## src/rtl/pbus_pkg.sv

```systemverilog
`timescale 1ns/1ps
package pbus_pkg;

  typedef enum logic [2:0] {
    PH_IDLE = 3'd0,
    PH_ALO  = 3'd1,
    PH_AHI  = 3'd2,
    PH_DLO  = 3'd3,
    PH_DHI  = 3'd4
  } phase_e;

  localparam logic [1:0] MUX_NONE = 2'b00;
  localparam logic [1:0] MUX_LOW  = 2'b01;
  localparam logic [1:0] MUX_FULL = 2'b10;

  localparam logic [1:0] STEP_INC = 2'b01;
  localparam logic [1:0] STEP_DEC = 2'b10;

  typedef struct packed {
    logic       sep;
    logic       wide;
    logic [1:0] mux;
    logic [1:0] step;
    logic [1:0] cs_en;
    logic       wr;
  } xfer_cfg_t;

  function automatic logic drive_pin(input logic act, input logic pol);
    return act ? pol : ~pol;
  endfunction

endpackage

```

## src/rtl/pbus_seq.sv

```systemverilog
`timescale 1ns/1ps
module pbus_seq
  import pbus_pkg::*;
(
  input  logic       clk,
  input  logic       rst,
  input  logic       go,
  input  logic [1:0] mux,
  input  logic       wide,
  output phase_e     ph,
  output phase_e     ph_n,
  output logic       last
);

  always_comb begin
    ph_n = PH_IDLE;
    case (ph)
      PH_IDLE: if (go) ph_n = (mux == MUX_LOW || mux == MUX_FULL) ? PH_ALO : PH_DLO;
      PH_ALO:  ph_n = (mux == MUX_FULL) ? PH_AHI : PH_DLO;
      PH_AHI:  ph_n = PH_DLO;
      PH_DLO:  ph_n = wide ? PH_DHI : PH_IDLE;
      default: ph_n = PH_IDLE;
    endcase
  end

  assign last = (ph != PH_IDLE) && (ph_n == PH_IDLE);

  always_ff @(posedge clk) begin
    if (rst) ph <= PH_IDLE;
    else     ph <= ph_n;
  end

  // high address phase only directly after the low one
  p_ahi_after_alo_r4: assert property (@(posedge clk) disable iff (rst)
    (ph == PH_AHI) |-> ($past(ph) == PH_ALO))
    else $error("high address phase out of order");

  // high data byte only directly after the low byte
  p_dhi_after_dlo_r5: assert property (@(posedge clk) disable iff (rst)
    (ph == PH_DHI) |-> ($past(ph) == PH_DLO))
    else $error("high data phase out of order");

endmodule

```

## src/rtl/pbus_addr.sv

```systemverilog
`timescale 1ns/1ps
module pbus_addr
  import pbus_pkg::*;
#(
  parameter int ADDR_W = 16,
  parameter int CS_N   = 2
) (
  input  logic              clk,
  input  logic              rst,
  input  logic              load,
  input  logic [ADDR_W-1:0] load_val,
  input  logic              advance,
  input  logic [1:0]        step,
  input  logic [CS_N-1:0]   cs_en,
  output logic [ADDR_W-1:0] out_addr,
  output logic [CS_N-1:0]   cs_hit
);

  localparam int CS_BASE = ADDR_W - CS_N;

  logic [ADDR_W-1:0] ptr;
  logic [ADDR_W-1:0] eff;

  assign eff = load ? load_val : ptr;

  for (genvar g = 0; g < ADDR_W; g++) begin : g_bit
    if (g >= CS_BASE) begin : g_cs
      assign out_addr[g]          = eff[g] & ~cs_en[g-CS_BASE];
      assign cs_hit[g-CS_BASE]    = eff[g] &  cs_en[g-CS_BASE];
    end else begin : g_plain
      assign out_addr[g] = eff[g];
    end
  end

  always_ff @(posedge clk) begin
    if (rst) begin
      ptr <= '0;
    end else if (advance) begin
      case (step)
        STEP_INC: ptr <= ptr + 1'b1;
        STEP_DEC: ptr <= ptr - 1'b1;
        default:  ptr <= ptr;
      endcase
    end else if (load) begin
      ptr <= load_val;
    end
  end

  // pointer holds between transfers unless reloaded
  p_ptr_hold_r10: assert property (@(posedge clk) disable iff (rst)
    (!$past(advance) && !$past(load) && !$past(rst)) |-> (ptr == $past(ptr)))
    else $error("pointer moved without a transfer");

endmodule

```

## src/rtl/pbus_master.sv

```systemverilog
`timescale 1ns/1ps
module pbus_master
  import pbus_pkg::*;
#(
  parameter int BYTE_W = 8,
  parameter int CS_N   = 2
) (
  input  logic                clk,
  input  logic                rst,
  input  logic                req_valid,
  input  logic                req_write,
  input  logic                req_use_addr,
  input  logic [2*BYTE_W-1:0] req_addr,
  input  logic [2*BYTE_W-1:0] req_wdata,
  input  logic                cfg_sep_strobes,
  input  logic                cfg_wide,
  input  logic [1:0]          cfg_mux,
  input  logic [1:0]          cfg_step,
  input  logic [CS_N-1:0]     cfg_cs_en,
  input  logic [5:0]          cfg_pol,
  output logic                busy,
  output logic                done,
  output logic [2*BYTE_W-1:0] rd_data,
  output logic [BYTE_W-1:0]   bus_dout,
  output logic                bus_oe,
  input  logic [BYTE_W-1:0]   bus_din,
  output logic [2*BYTE_W-1:0] bus_addr,
  output logic                bus_rd,
  output logic                bus_wr,
  output logic                bus_be,
  output logic                bus_all,
  output logic                bus_alh,
  output logic                bus_cs1,
  output logic                bus_cs2
);

  localparam int ADDR_W = 2 * BYTE_W;
  localparam int WORD_W = 2 * BYTE_W;

  phase_e            ph, ph_n;
  logic              last, accept;
  xfer_cfg_t         live_cfg, cfg_q, cur;
  logic [WORD_W-1:0] wd_q, wd_cur;
  logic [ADDR_W-1:0] m_addr;
  logic [CS_N-1:0]   cs_hit;

  assign accept   = req_valid && (ph == PH_IDLE);
  assign live_cfg = '{sep: cfg_sep_strobes, wide: cfg_wide, mux: cfg_mux,
                      step: cfg_step, cs_en: cfg_cs_en, wr: req_write};
  assign cur      = accept ? live_cfg : cfg_q;
  assign wd_cur   = accept ? req_wdata : wd_q;

  always_ff @(posedge clk) begin
    if (rst) begin
      cfg_q <= '0;
      wd_q  <= '0;
    end else if (accept) begin
      cfg_q <= live_cfg;
      wd_q  <= req_wdata;
    end
  end

  pbus_seq u_seq (
    .clk  (clk),
    .rst  (rst),
    .go   (accept),
    .mux  (cur.mux),
    .wide (cur.wide),
    .ph   (ph),
    .ph_n (ph_n),
    .last (last)
  );

  pbus_addr #(.ADDR_W(ADDR_W), .CS_N(CS_N)) u_addr (
    .clk      (clk),
    .rst      (rst),
    .load     (accept && req_use_addr),
    .load_val (req_addr),
    .advance  (last),
    .step     (cfg_q.step),
    .cs_en    (cur.cs_en),
    .out_addr (m_addr),
    .cs_hit   (cs_hit)
  );

  // next-cycle pin values, decoded from the next phase
  logic              in_x, dph;
  logic              a_rd, a_wr, a_be, a_all, a_alh;
  logic [CS_N-1:0]   a_cs;
  logic [BYTE_W-1:0] dout_n;
  logic              oe_n;
  logic [ADDR_W-1:0] addr_n;

  always_comb begin
    in_x  = (ph_n != PH_IDLE);
    dph   = (ph_n == PH_DLO) || (ph_n == PH_DHI);
    a_rd  = cur.sep ? (dph && !cur.wr) : (in_x && !cur.wr);
    a_wr  = cur.sep ? (dph && cur.wr) : dph;
    a_be  = (ph_n == PH_DHI);
    a_all = (ph_n == PH_ALO);
    a_alh = (ph_n == PH_AHI);
    a_cs  = in_x ? cs_hit : '0;
    dout_n = '0;
    oe_n   = 1'b0;
    case (ph_n)
      PH_ALO: begin dout_n = m_addr[BYTE_W-1:0];      oe_n = 1'b1; end
      PH_AHI: begin dout_n = m_addr[ADDR_W-1:BYTE_W]; oe_n = 1'b1; end
      PH_DLO: if (cur.wr) begin dout_n = wd_cur[BYTE_W-1:0];      oe_n = 1'b1; end
      PH_DHI: if (cur.wr) begin dout_n = wd_cur[WORD_W-1:BYTE_W]; oe_n = 1'b1; end
      default: ;
    endcase
    if (!in_x)                     addr_n = '0;
    else if (cur.mux == MUX_LOW)   addr_n = {m_addr[ADDR_W-1:BYTE_W], {BYTE_W{1'b0}}};
    else if (cur.mux == MUX_FULL)  addr_n = '0;
    else                           addr_n = m_addr;
  end

  always_ff @(posedge clk) begin
    if (rst) begin
      bus_rd   <= drive_pin(1'b0, cfg_pol[0]);
      bus_wr   <= drive_pin(1'b0, cfg_pol[1]);
      bus_be   <= drive_pin(1'b0, cfg_pol[2]);
      bus_all  <= drive_pin(1'b0, cfg_pol[3]);
      bus_alh  <= drive_pin(1'b0, cfg_pol[3]);
      bus_cs1  <= drive_pin(1'b0, cfg_pol[4]);
      bus_cs2  <= drive_pin(1'b0, cfg_pol[5]);
      bus_dout <= '0;
      bus_oe   <= 1'b0;
      bus_addr <= '0;
      busy     <= 1'b0;
      done     <= 1'b0;
      rd_data  <= '0;
    end else begin
      bus_rd   <= drive_pin(a_rd,    cfg_pol[0]);
      bus_wr   <= drive_pin(a_wr,    cfg_pol[1]);
      bus_be   <= drive_pin(a_be,    cfg_pol[2]);
      bus_all  <= drive_pin(a_all,   cfg_pol[3]);
      bus_alh  <= drive_pin(a_alh,   cfg_pol[3]);
      bus_cs1  <= drive_pin(a_cs[0], cfg_pol[4]);
      bus_cs2  <= drive_pin(a_cs[1], cfg_pol[5]);
      bus_dout <= dout_n;
      bus_oe   <= oe_n;
      bus_addr <= addr_n;
      busy     <= in_x;
      done     <= last;
      if (accept)
        rd_data <= '0;
      else if (ph == PH_DLO && !cfg_q.wr)
        rd_data[BYTE_W-1:0] <= bus_din;
      else if (ph == PH_DHI && !cfg_q.wr)
        rd_data[WORD_W-1:BYTE_W] <= bus_din;
    end
  end

  // bus released while the external device drives read data
  p_oe_released_r11: assert property (@(posedge clk) disable iff (rst)
    (busy && !cfg_q.wr && (ph == PH_DLO || ph == PH_DHI)) |-> !bus_oe)
    else $error("bus driven during read data phase");

  // latch strobes never active together
  p_latch_excl_r4: assert property (@(posedge clk) disable iff (rst)
    busy |-> !((bus_all == cfg_pol[3]) && (bus_alh == cfg_pol[3])))
    else $error("both latch strobes active");

  // byte-enable only with the high byte
  p_be_high_only_r5: assert property (@(posedge clk) disable iff (rst)
    (busy && ph != PH_DHI) |-> (bus_be != cfg_pol[2]))
    else $error("byte-enable outside high byte phase");

  // chip-select address bit forced low on the address lines
  p_cs_bit_zero_r9: assert property (@(posedge clk) disable iff (rst)
    (busy && cfg_q.cs_en[1]) |-> (bus_addr[ADDR_W-1] == 1'b0))
    else $error("chip-select bit leaked onto address");

  // done follows the last busy cycle
  p_done_after_busy_r12: assert property (@(posedge clk) disable iff (rst)
    done |-> (!busy && $past(busy)))
    else $error("done without preceding transfer");

  // busy ends only with a done pulse
  p_busy_end_r12: assert property (@(posedge clk) disable iff (rst)
    $fell(busy) |-> done)
    else $error("busy dropped without done");

endmodule

```

## config.mk

```make
export PLATFORM = sky130hd
export DESIGN_NAME = pbus_master
export DESIGN_NICKNAME = d
export VERILOG_FILES = /design/src/rtl/pbus_pkg.sv /design/src/rtl/pbus_seq.sv /design/src/rtl/pbus_addr.sv /design/src/rtl/pbus_master.sv
export SDC_FILE = /design/constraint.sdc
export NUM_CORES = 1
export LEC_CHECK = 0
export ABC_CLOCK_PERIOD_IN_PS = 3700
export BUFFER_PORTS_ARGS = -buffer_cell sky130_fd_sc_hd__buf_4
export CAP_MARGIN = 40
export CELL_PAD_IN_SITES_DETAIL_PLACEMENT = 1
export CELL_PAD_IN_SITES_GLOBAL_PLACEMENT = 1
export CORE_MARGIN = 10
export CORE_UTILIZATION = 40
export DETAILED_ROUTE_END_ITERATION = 16
export PLACE_DENSITY = 0.87
export SLEW_MARGIN = 40
export SYNTH_ARGS = -nofsm -noshare
export SYNTH_HDL_FRONTEND = slang
export SYNTH_HIERARCHICAL = 1
export SYNTH_SLANG_ARGS = --single-unit
```

## constraint.sdc

```tcl
create_clock -name clk -period 3.7 [get_ports clk]
set_input_delay 0.37 -clock clk [delete_from_list [all_inputs] [get_ports clk]]
set_output_delay 0.37 -clock clk [all_outputs]
set_load 0.01 [all_outputs]
```

==> results of run 1 <==
==> area by class of cell <==
class	count	area, um^2
fill	1266	5230
multi-input combinational	372	2470
inverter	6	22.5
clock inverter	6	95.1
tap	140	175
timing repair buffer	117	878
sequential	94	1880
clock buffer	10	229
==> per-stage QoR <==
stage	instances	util, %
floorplan	507	-
global placement	729	49.4
detailed placement	729	49.4
CTS	745	52.3
global route	745	52.4
finish	745	52.4
==> Yosys cell counts (6+ instances only) <==
library cell	n
nor2_1	65
mux2_2	18
xor2_1	10
nand3_1	11
o21ai_1	10
clkbuf_1	18
nor4_1	7
dfxtp_1	94
a21oi_1	12
o21ai_0	6
a22oi_1	10
and3_1	11
mux2i_1	33
nor2b_1	13
nand2_1	52
nor3_1	11
o22ai_1	9
and2_1	9
a211oi_1	7
xnor2_1	8
==> state kept, by name (all words and copies together), names as in the netlist <==
register,cells
bus_addr,16
rd_data,16
u_addr/ptr,16
wd_q,16
cfg_q,9
bus_dout,8
u_seq/ph,3
bus_alh,1
bus_all,1
bus_be,1
bus_cs1,1
bus_cs2,1
bus_oe,1
bus_rd,1
bus_wr,1
busy,1
done,1
==> power by group <==
part | leakage, nW | internal, mW | switching (mW) | total, mW
Clock | 0.157 | 0.599 | 0.419 | 1.02
Combinational | 1.41 | 0.614 | 0.880 | 1.49
Sequential | 0.768 | 1.19 | 0.195 | 1.39
Total | 2.33 | 2.41 | 1.49 | 3.90
==> cell families (layout without fill, tap and decap cells) <==
family | count (synthesis) | count (layout) | share of synthesized area, %
buffers and inverters | 41 | 139 | 4.81
adder cells (fa/ha/maj) | 4 | 4 | 1.10
flip-flops | 94 | 94 | 41.3
multiplexers | 52 | 52 | 12.0
XOR/XNOR | 18 | 18 | 3.46
AO/OA/AOI/OAI | 77 | 77 | 11.6
AND/OR/NAND/NOR | 221 | 221 | 25.7
==> layer usage <==
| layer | global-route usage [%] | up-vias | routed length (um) |
|---|---|---|---|
| met5 | 0 | - | 0 |
| met4 | 9.24 | 0 | 538 |
| met3 | 4.08 | 33 | 972 |
| met2 | 33.7 | 143 | 8180 |
| met1 | 21.7 | 2111 | 6590 |
| li1 | - | 1970 | - |
==> how the worst max path moves through the flow <==
stage | startpoint | to | slack [ns] | cells past startpoint
6_report | u_seq/ph[1] | bus_wr | 0.29 | 11
5_1_grt | u_seq/ph[1] | bus_wr | 0.05 | 11
4_1_cts | u_seq/ph[1] | bus_dout[7] | 0.36 | 12
3_5_place_dp | u_seq/ph[1] | bus_wr | 0.45 | 11
3_3_place_gp | u_seq/ph[1] | bus_wr | 0.70 | 11
2_1_floorplan | u_seq/ph[1] | bus_dout[0] | 0.60 | 14
==> results.py, run 1 <==
metrics = {
    "critical_path": {
        "cp_num_buf_inv": 2,
        "cp-start-kind": "flop",
        "crit_chain": "nor4b_4, mux2i_1, inv_1, inv_1, ha_1, a211oi_1, nor3b_1, nor2_1, nand2_1, a221oi_2, xnor2_1",
        "worst-r2r-cell-count": 11,
        "slowest_stage": "nor4b_4",
        "crit_path_end_kind": "flop",
        "required_ns": 3.98,
        "path_class": "flop to flop",
        "cp_slowest_stage_delay_ns": 0.46,
        "r2r_end": "bus_wr",
        "worstPathMaxFanout": 12,
        "rr_startpoint": "u_seq/ph[1]",
        "crit_arrival_ns": 3.69,
        "crit_top_cell": "inv_1",
        "rrSetupSlack_ns": 0.29,
        "crit_family": "simple AND/OR/NAND/NOR gates",
    },
    "min_path": {
        "min_to": "bus_wr",
        "hold_start": "cfg_pol[1]",
        "hold_depth": 2,
        "holdCritPathClass": "input port to flop",
    },
    "power_and_ir_drop": {
        "leakage_nw": 2.33,
        "ir_worst_vdd_v": 0.000302,
        "power.density_nw_per_um2": 677,
        "power.total_mw": 3.90,
    },
    "timing": {
        "timing.hold.ws_ns": 0.210,
        "fin_setup_tns_ns": 0,
        "clock.fmax_ghz": 0.293,
        "period_share_pct": 92.3,
        "drv_slew": 0,
        "rsz0062_at_grt": "no",
        "finClkSkew_ns": 0.0103,
        "fin_ws_ns": 0.286,
        "setup_viol": 0,
        "fin_crit_ns": 3.41,
        "worstMarginPinSlew_ns": 0.903,
        "finalHoldViolations": 0,
        "slew_headroom_pct": 39.6,
    },
    "placed_design": {
        "io_buffers": 108,
        "postPlaceCellArea_um2": 5430,
        "hpwl_um": 11800,
        "gp_congestion": 0.867,
        "dp_slack_ns": 0.453,
    },
    "cts": {
        "cts_tree": "built",
        "cts_hold_buf": 0,
        "cts_buffers": 9,
        "cts_resized": 0,
        "cts.sinks": 94,
        "htreeDepth": 3,
        "root_buffer": "clkbuf_16",
        "clkTransAtPathRegs_ns": 0.06,
        "clock_path_buffers": 2,
        "clk-insertion-delay-late_ns": 0.35,
        "cts_setup_buffers": 0,
    },
    "floorplan": {
        "fp.coreArea_um2": 11000,
        "io_pins": 109,
        "row_count": 38,
        "start_util_pct": 41.5,
        "die_height_um": 127,
        "dieArea_um2": 16100,
        "chipWidth_um": 127,
    },
    "synthesis": {
        "synth_fp_nets": 570,
        "syn_inst": 507,
        "avgSynthCellArea_um2": 8.99,
        "synth_cell_types": 67,
        "yosys.area.top_type": "dfxtp_1",
        "ys.flop_type": "dfxtp_1",
        "synth-edff-count": 0,
        "ys_ff_latch": 94,
        "synth_area_leaders": "dfxtp_1, mux2i_1, nor2_1",
        "ys_seq_area_share_pct": 41.3,
        "synth_area_um2": 4560,
        "async_reset_ff_share_pct": 0,
        "yosysTopAreaCellShare_pct": 41.3,
        "yosysWarnings": 6,
    },
    "routing": {
        "first_pass_iters": 5,
        "finalWirelength_um": 16300,
        "vias": 4257,
        "first_iter_violations": 319,
        "drc": 0,
        "wl_per_cell_um": 21.9,
        "vias_per_cell": 5.71,
        "ant_nets": 0,
    },
    "global_route": {
        "grt_first_pass_wirelength_um": 24900,
        "grt_pass1_vias": 4458,
        "grt_max_degree": 57,
        "grt_overflow": 0,
        "track_usage_pct": 19.2,
        "antenna_found_initial": 0,
    },
    "cells_and_area": {
        "nNetsFinal": 663,
        "final_common_cell": "buf_4",
        "area_delta_synth_final_pct": 26.3,
        "layout_common_cells": "buf_4, dfxtp_1, nor2_1",
        "layout-drive-gt1-share_pct": 28.6,
        "antenna_cells": 0,
        "stdcell_area_um2": 5760,
    },
    "run_status": {
        "outcome": "finished, final reports clean",
    },
    "job": {
        "max_cap_viol_count": 0,
    },
}
Power figures use the tool's default switching activity.
==> run 2: changes to the inputs <==
- CORE_ASPECT_RATIO: not set -> 1.2
==> run 2 against run 1 <==
First-iteration DRC count decreased by 47%. Utilization rose by 0.067 points. Worst hold slack better by 0.00059 ns. Non-clock buffer count up 3. Clock-buffer cell count is the same. Clock power up 6%. Via count decreased by 0.59%. Global-route usage rose by 0.91 points. Critical path depth is 1 higher. Largest cell class unchanged. Largest power group unchanged. Highest routed layer unchanged.
==> results.py, run 2 (same netlist as run 1, synthesis figures left out) <==
metrics = {
    "critical_path": {
        "crit_arrival_ns": 3.75,
        "crit_start": "u_seq/ph[2]",
        "slowest_stage": "nor2b_1",
        "crit_path_end_kind": "flop",
        "worstPathMaxFanout": 11,
        "rr_startpoint": "u_seq/ph[2]",
        "cp-start-kind": "flop",
        "crit_chain": "nor4b_4, buf_4, mux2i_1, inv_1, inv_1, ha_1, a211oi_1, nor3b_1, buf_4, nor2b_1, a22oi_1, o21ai_1",
        "cp_num_buf_inv": 4,
        "crit_family": "simple AND/OR/NAND/NOR gates",
        "cp_slowest_stage_delay_ns": 0.52,
        "path_class": "flop to flop",
        "required_ns": 3.98,
    },
    "power_and_ir_drop": {
        "power.density_nw_per_um2": 682,
        "switching_share_pct": 37.4,
        "power_frac_comb_pct": 37.5,
        "p_seq_share_pct": 35.2,
        "p_switching_mw": 1.49,
        "ir_worst_vdd_v": 0.000310,
        "leakage_nw": 2.36,
        "power.total_mw": 3.97,
        "clockPowerShare_pct": 27.3,
        "internal-power_mw": 2.49,
    },
    "timing": {
        "worstMarginPinSlew_ns": 0.780,
        "slew_headroom_pct": 47.8,
        "period_share_pct": 93.8,
        "timing.hold.ws_ns": 0.211,
        "setup_viol": 0,
        "drv_slew": 0,
        "finalHoldViolations": 0,
        "clock.fmax_ghz": 0.288,
        "finClkSkew_ns": 0.0112,
        "fin_crit_ns": 3.47,
    },
    "cells_and_area": {
        "area_delta_synth_final_pct": 27.7,
        "final_common_cell": "buf_4",
        "nNetsFinal": 666,
        "layout-drive-gt1-share_pct": 29.1,
        "antenna_cells": 0,
        "layout_common_cells": "buf_4, dfxtp_1, nor2_1",
    },
    "cts": {
        "cts.sinks": 94,
        "cts_tree": "built",
        "htreeDepth": 3,
        "clkTransAtPathRegs_ns": 0.07,
        "cts_buffers": 9,
        "clk-insertion-delay-late_ns": 0.35,
        "cts_hold_buf": 0,
        "clock_path_buffers": 2,
        "root_buffer": "clkbuf_16",
    },
    "floorplan": {
        "row_count": 42,
        "io_pins": 109,
        "fp.coreArea_um2": 11100,
        "die_height_um": 137,
        "chipWidth_um": 117,
        "start_util_pct": 41.1,
        "dieArea_um2": 16100,
    },
    "global_route": {
        "grt_pass1_vias": 4579,
        "grt_overflow": 0,
        "antenna_found_initial": 0,
        "track_usage_pct": 20.1,
        "grt_max_degree": 57,
        "grt_first_pass_wirelength_um": 25900,
    },
    "min_path": {
        "hold_start": "cfg_pol[2]",
        "holdCritPathClass": "input port to flop",
    },
    "placed_design": {
        "io_buffers": 108,
        "hpwl_um": 11600,
        "gp_congestion": 0.920,
    },
    "routing": {
        "finalWirelength_um": 16500,
        "wl_per_cell_um": 21.7,
        "vias": 4232,
        "vias_per_cell": 5.55,
        "first_iter_violations": 169,
        "drc": 0,
        "ant_nets": 0,
        "first_pass_iters": 4,
    },
    "job": {
        "max_cap_viol_count": 0,
    },
    "run_status": {
        "outcome": "finished, final reports clean",
    },
}
run 2: cell types whose count changed in the layout (fill, tap and decap cells not counted), sizes merged:
cell      before  now
buf          117  120
bufinv         2    3
clkinv         4    1
clkinvlp       0    1
inv            6    7
run 2: per-stage QoR:
stage	cell area, um^2	cells	setup TNS [ns]	worst slack, ns	utilization [%]
after floorplan	4560	507	0	0.596	-
after global placement	5440	743	0	0.569	49.1
after detailed placement	5440	743	0	0.258	49.1
after CTS	5790	759	0	0.160	52.2
after global routing	5820	762	-0.446	-0.0530	52.5
final	5820	762	0	0.230	52.5
run 2: path summary, 6_finish.rpt:
kind                       to  depth (start not counted)  slack [ns]
hold reg to reg   rd_data[13]                          2        0.47
setup reg to reg  bus_dout[1]                         12        0.23
setup / recovery  bus_dout[1]                         12        0.23
hold / removal         bus_be                          2        0.21
run 2: layout make-up:
type	instances	area [um^2]
Clock buffer	10	229
Fill cell	1283	5270
Tap cell	154	193
Inverter	6	22.5
Clock inverter	6	115
Timing Repair Buffer	120	901
Multi-Input combinational cell	372	2480
Sequential cell	94	1880
run 2: metal layers:
layer	GRT usage [%]	wire (um)	part of all wire [%]
met1	22.0	6580	40
met2	36.9	8760	53
met3	4.16	604	3.7
met4	9.19	557	3.4
met5	0	0	0
run 2: what timing repair did:
item                       in CTS  in global routing
setup endpoints to repair       0                 24
buffers inserted                0                  3
gates resized for setup         0                  1
run 2: power groups by stage:
stage / clock (mW) / combinational (mW) / sequential, mW
after global placement: 0 / 1.35 / 1.39
after detailed placement: 0 / 1.41 / 1.40
after floorplan: 0 / 0.986 / 1.34
after global routing: 1.15 / 1.61 / 1.42
final: 1.08 / 1.49 / 1.40
after CTS: 1.10 / 1.46 / 1.39
==> run 3: changes to the inputs <==
- BUFFER_PORTS_ARGS: -buffer_cell sky130_fd_sc_hd__buf_4 -> -buffer_cell sky130_fd_sc_hd__buf_2
- SYNTH_HIERARCHICAL: 1 -> not set
==> run 3 against run 2 <==
Clock-buffer cell count did not move. Synthesized cell count increased by 5.5%. Critical path type unchanged. Register-to-register slack improved by 0.36 ns. Clock skew shrank 0.0055 ns. Total power decreased by 28%. Clock power decreased by 5%. Flip-flop and latch count did not move. First-iteration DRC count up 24%. Via count increased by 3.4%. Maximum frequency grew 11%.
==> results.py, run 3 <==
metrics = {
    "run_status": {
        "outcome": "finished, final reports clean",
    },
    "synthesis": {
        "yosys.area.top_type": "dfxtp_1",
        "yosysTopAreaCellShare_pct": 41.2,
        "yosys.cell_count.top_type": "dfxtp_1",
        "ys_ff_latch": 94,
        "syn_inst": 535,
        "avgSynthCellArea_um2": 8.54,
        "synth_area_leaders": "dfxtp_1, mux2i_1, a21oi_1",
        "synth_fp_nets": 611,
        "synth-edff-count": 0,
        "yosysWarnings": 0,
        "synth_area_um2": 4570,
        "ys.flop_type": "dfxtp_1",
        "synth_cell_types": 63,
        "ys_seq_area_share_pct": 41.2,
        "synthTopCellsByCount": "dfxtp_1, nor2_1, nand2_1",
        "async_reset_ff_share_pct": 0,
    },
    "critical_path": {
        "worst-r2r-cell-count": 10,
        "crit_family": "simple AND/OR/NAND/NOR gates",
        "crit_arrival_ns": 3.36,
        "cp_num_cells": 10,
        "cp_num_buf_inv": 1,
        "crit_path_end_kind": "flop",
        "crit_chain": "or4b_1, mux2i_1, inv_1, ha_1, nand2_1, a211oi_1, nand2b_1, o22ai_1, a21oi_1, nor2_1",
        "cp_slowest_stage_delay_ns": 0.60,
        "worstPathMaxFanout": 14,
        "required_ns": 3.95,
        "slowest_stage": "or4b_1",
        "path_class": "flop to flop",
        "cp-start-kind": "flop",
    },
    "timing": {
        "drv_slew": 0,
        "setup_viol": 0,
        "finClkSkew_ns": 0.00568,
        "finalHoldViolations": 0,
        "period_share_pct": 84.1,
        "worstMarginPinSlew_ns": 0.772,
        "rsz0062_at_grt": "no",
        "slew_headroom_pct": 48.4,
        "fin_crit_ns": 3.11,
        "clock.fmax_ghz": 0.321,
        "fin_setup_tns_ns": 0,
    },
    "min_path": {
        "holdCritPathClass": "input port to flop",
        "hold_depth": 2,
    },
    "global_route": {
        "track_usage_pct": 18.9,
        "antenna_found_initial": 0,
        "grt_overflow": 0,
        "grt_first_pass_wirelength_um": 24600,
        "grt_pass1_vias": 4756,
        "grt_max_degree": 43,
    },
    "cells_and_area": {
        "fin_cells": 794,
        "layout_common_cells": "buf_2, dfxtp_1, nor2_1",
        "layout-drive-gt1-share_pct": 23.1,
        "fillCellCount": 1351,
        "stdcell_area_um2": 5540,
        "antenna_cells": 0,
        "nNetsFinal": 711,
        "multi_input_area_um2": 2470,
        "area_delta_synth_final_pct": 21.1,
        "final_common_cell": "buf_2",
        "regArea_um2": 1880,
    },
    "floorplan": {
        "dieArea_um2": 16100,
        "fp.coreArea_um2": 11100,
        "row_count": 42,
        "start_util_pct": 41.2,
        "die_height_um": 137,
        "chipWidth_um": 118,
        "io_pins": 109,
    },
    "placed_design": {
        "io_buffers": 108,
        "postPlaceCellArea_um2": 5200,
        "gp_congestion": 0.908,
        "hpwl_um": 11900,
        "placed_cells": 778,
    },
    "power_and_ir_drop": {
        "leakage_nw": 2.46,
        "power.density_nw_per_um2": 516,
        "ir_worst_vdd_v": 0.000258,
    },
    "routing": {
        "finalWirelength_um": 15600,
        "wl_per_cell_um": 19.6,
        "ant_nets": 0,
        "first_iter_violations": 209,
        "drc": 0,
        "first_pass_iters": 4,
        "vias_per_cell": 5.51,
        "vias": 4376,
    },
    "cts": {
        "root_buffer": "clkbuf_16",
        "cts_buffers": 9,
        "clkTransAtPathRegs_ns": 0.07,
        "cts.sinks": 94,
        "htreeDepth": 3,
        "cts_setup_buffers": 0,
        "cts_hold_buf": 0,
        "clk-insertion-delay-late_ns": 0.35,
        "cts_resized": 0,
        "clock_path_buffers": 2,
        "cts_tree": "built",
    },
    "job": {
        "max_cap_viol_count": 0,
    },
}
## run 3: changes by cell type in the layout (fill, tap and decap cells not counted), sizes merged, moves of 10 or more
cell / before / now
nor2b: 14 / 4
ha: 4 / 16
nor2: 65 / 76
a22oi: 10 / 0
mux2: 18 / 1
a21oi: 12 / 62
nand2: 52 / 65
## run 3: metal layers
metal / up-vias / GRT usage (%) / routed length, um
li1: 2097 / - / -
met1: 2131 / 20.4 / 6180
met2: 116 / 35.0 / 8270
met3: 32 / 3.59 / 711
met4: 0 / 9.08 / 436
met5: - / 0 / 0
## run 3: cell families (layout without fill, tap and decap cells)
family	after synthesis	after routing	share of synthesized area (%)
simple gates	188	188	19.0
compound gates	150	150	20.7
flops	94	94	41.2
buf+inv	41	146	4.82
mux	32	32	7.04
fa+ha+maj	17	17	4.82
xor+xnor	13	13	2.49
## run 3: final cells by class
cell class | count | share of cell area [%]
multi-input combinational | 400 | 44.7
clock buffer | 10 | 4.32
inverter | 13 | 0.881
clock inverter | 6 | 1.65
sequential | 94 | 34.0
tap | 154 | 3.48
timing repair buffer | 117 | 11.0
## run 3: report_power, final
group	internal [mW]	total, mW	leakage, nW	switching (mW)
clock network	0.616	1.03	0.163	0.418
registers	1.10	1.15	0.768	0.0546
logic	0.249	0.669	1.53	0.420
## run 3: final timing paths
path                     from     endpoint  slack, ns
setup / recovery  u_seq.ph[2]  bus_dout[3]       0.59
hold / removal     cfg_pol[5]      bus_cs2       0.21
setup reg to reg  u_seq.ph[2]  bus_dout[3]       0.59
hold reg to reg   rd_data[11]  rd_data[11]       0.45
## run 3: stage by stage
step           utilization, %  total power, mW  setup WS [ns]  hold WS (ns)
2_1_floorplan               -             1.62          0.780         0.440
3_3_place_gp             46.9             1.80          0.746         0.443
3_5_place_dp             46.9             1.83          0.615         0.449
4_1_cts                  49.9             2.87          0.597         0.203
5_1_grt                  49.9             2.99          0.409         0.206
6_report                 49.9             2.86          0.588         0.207
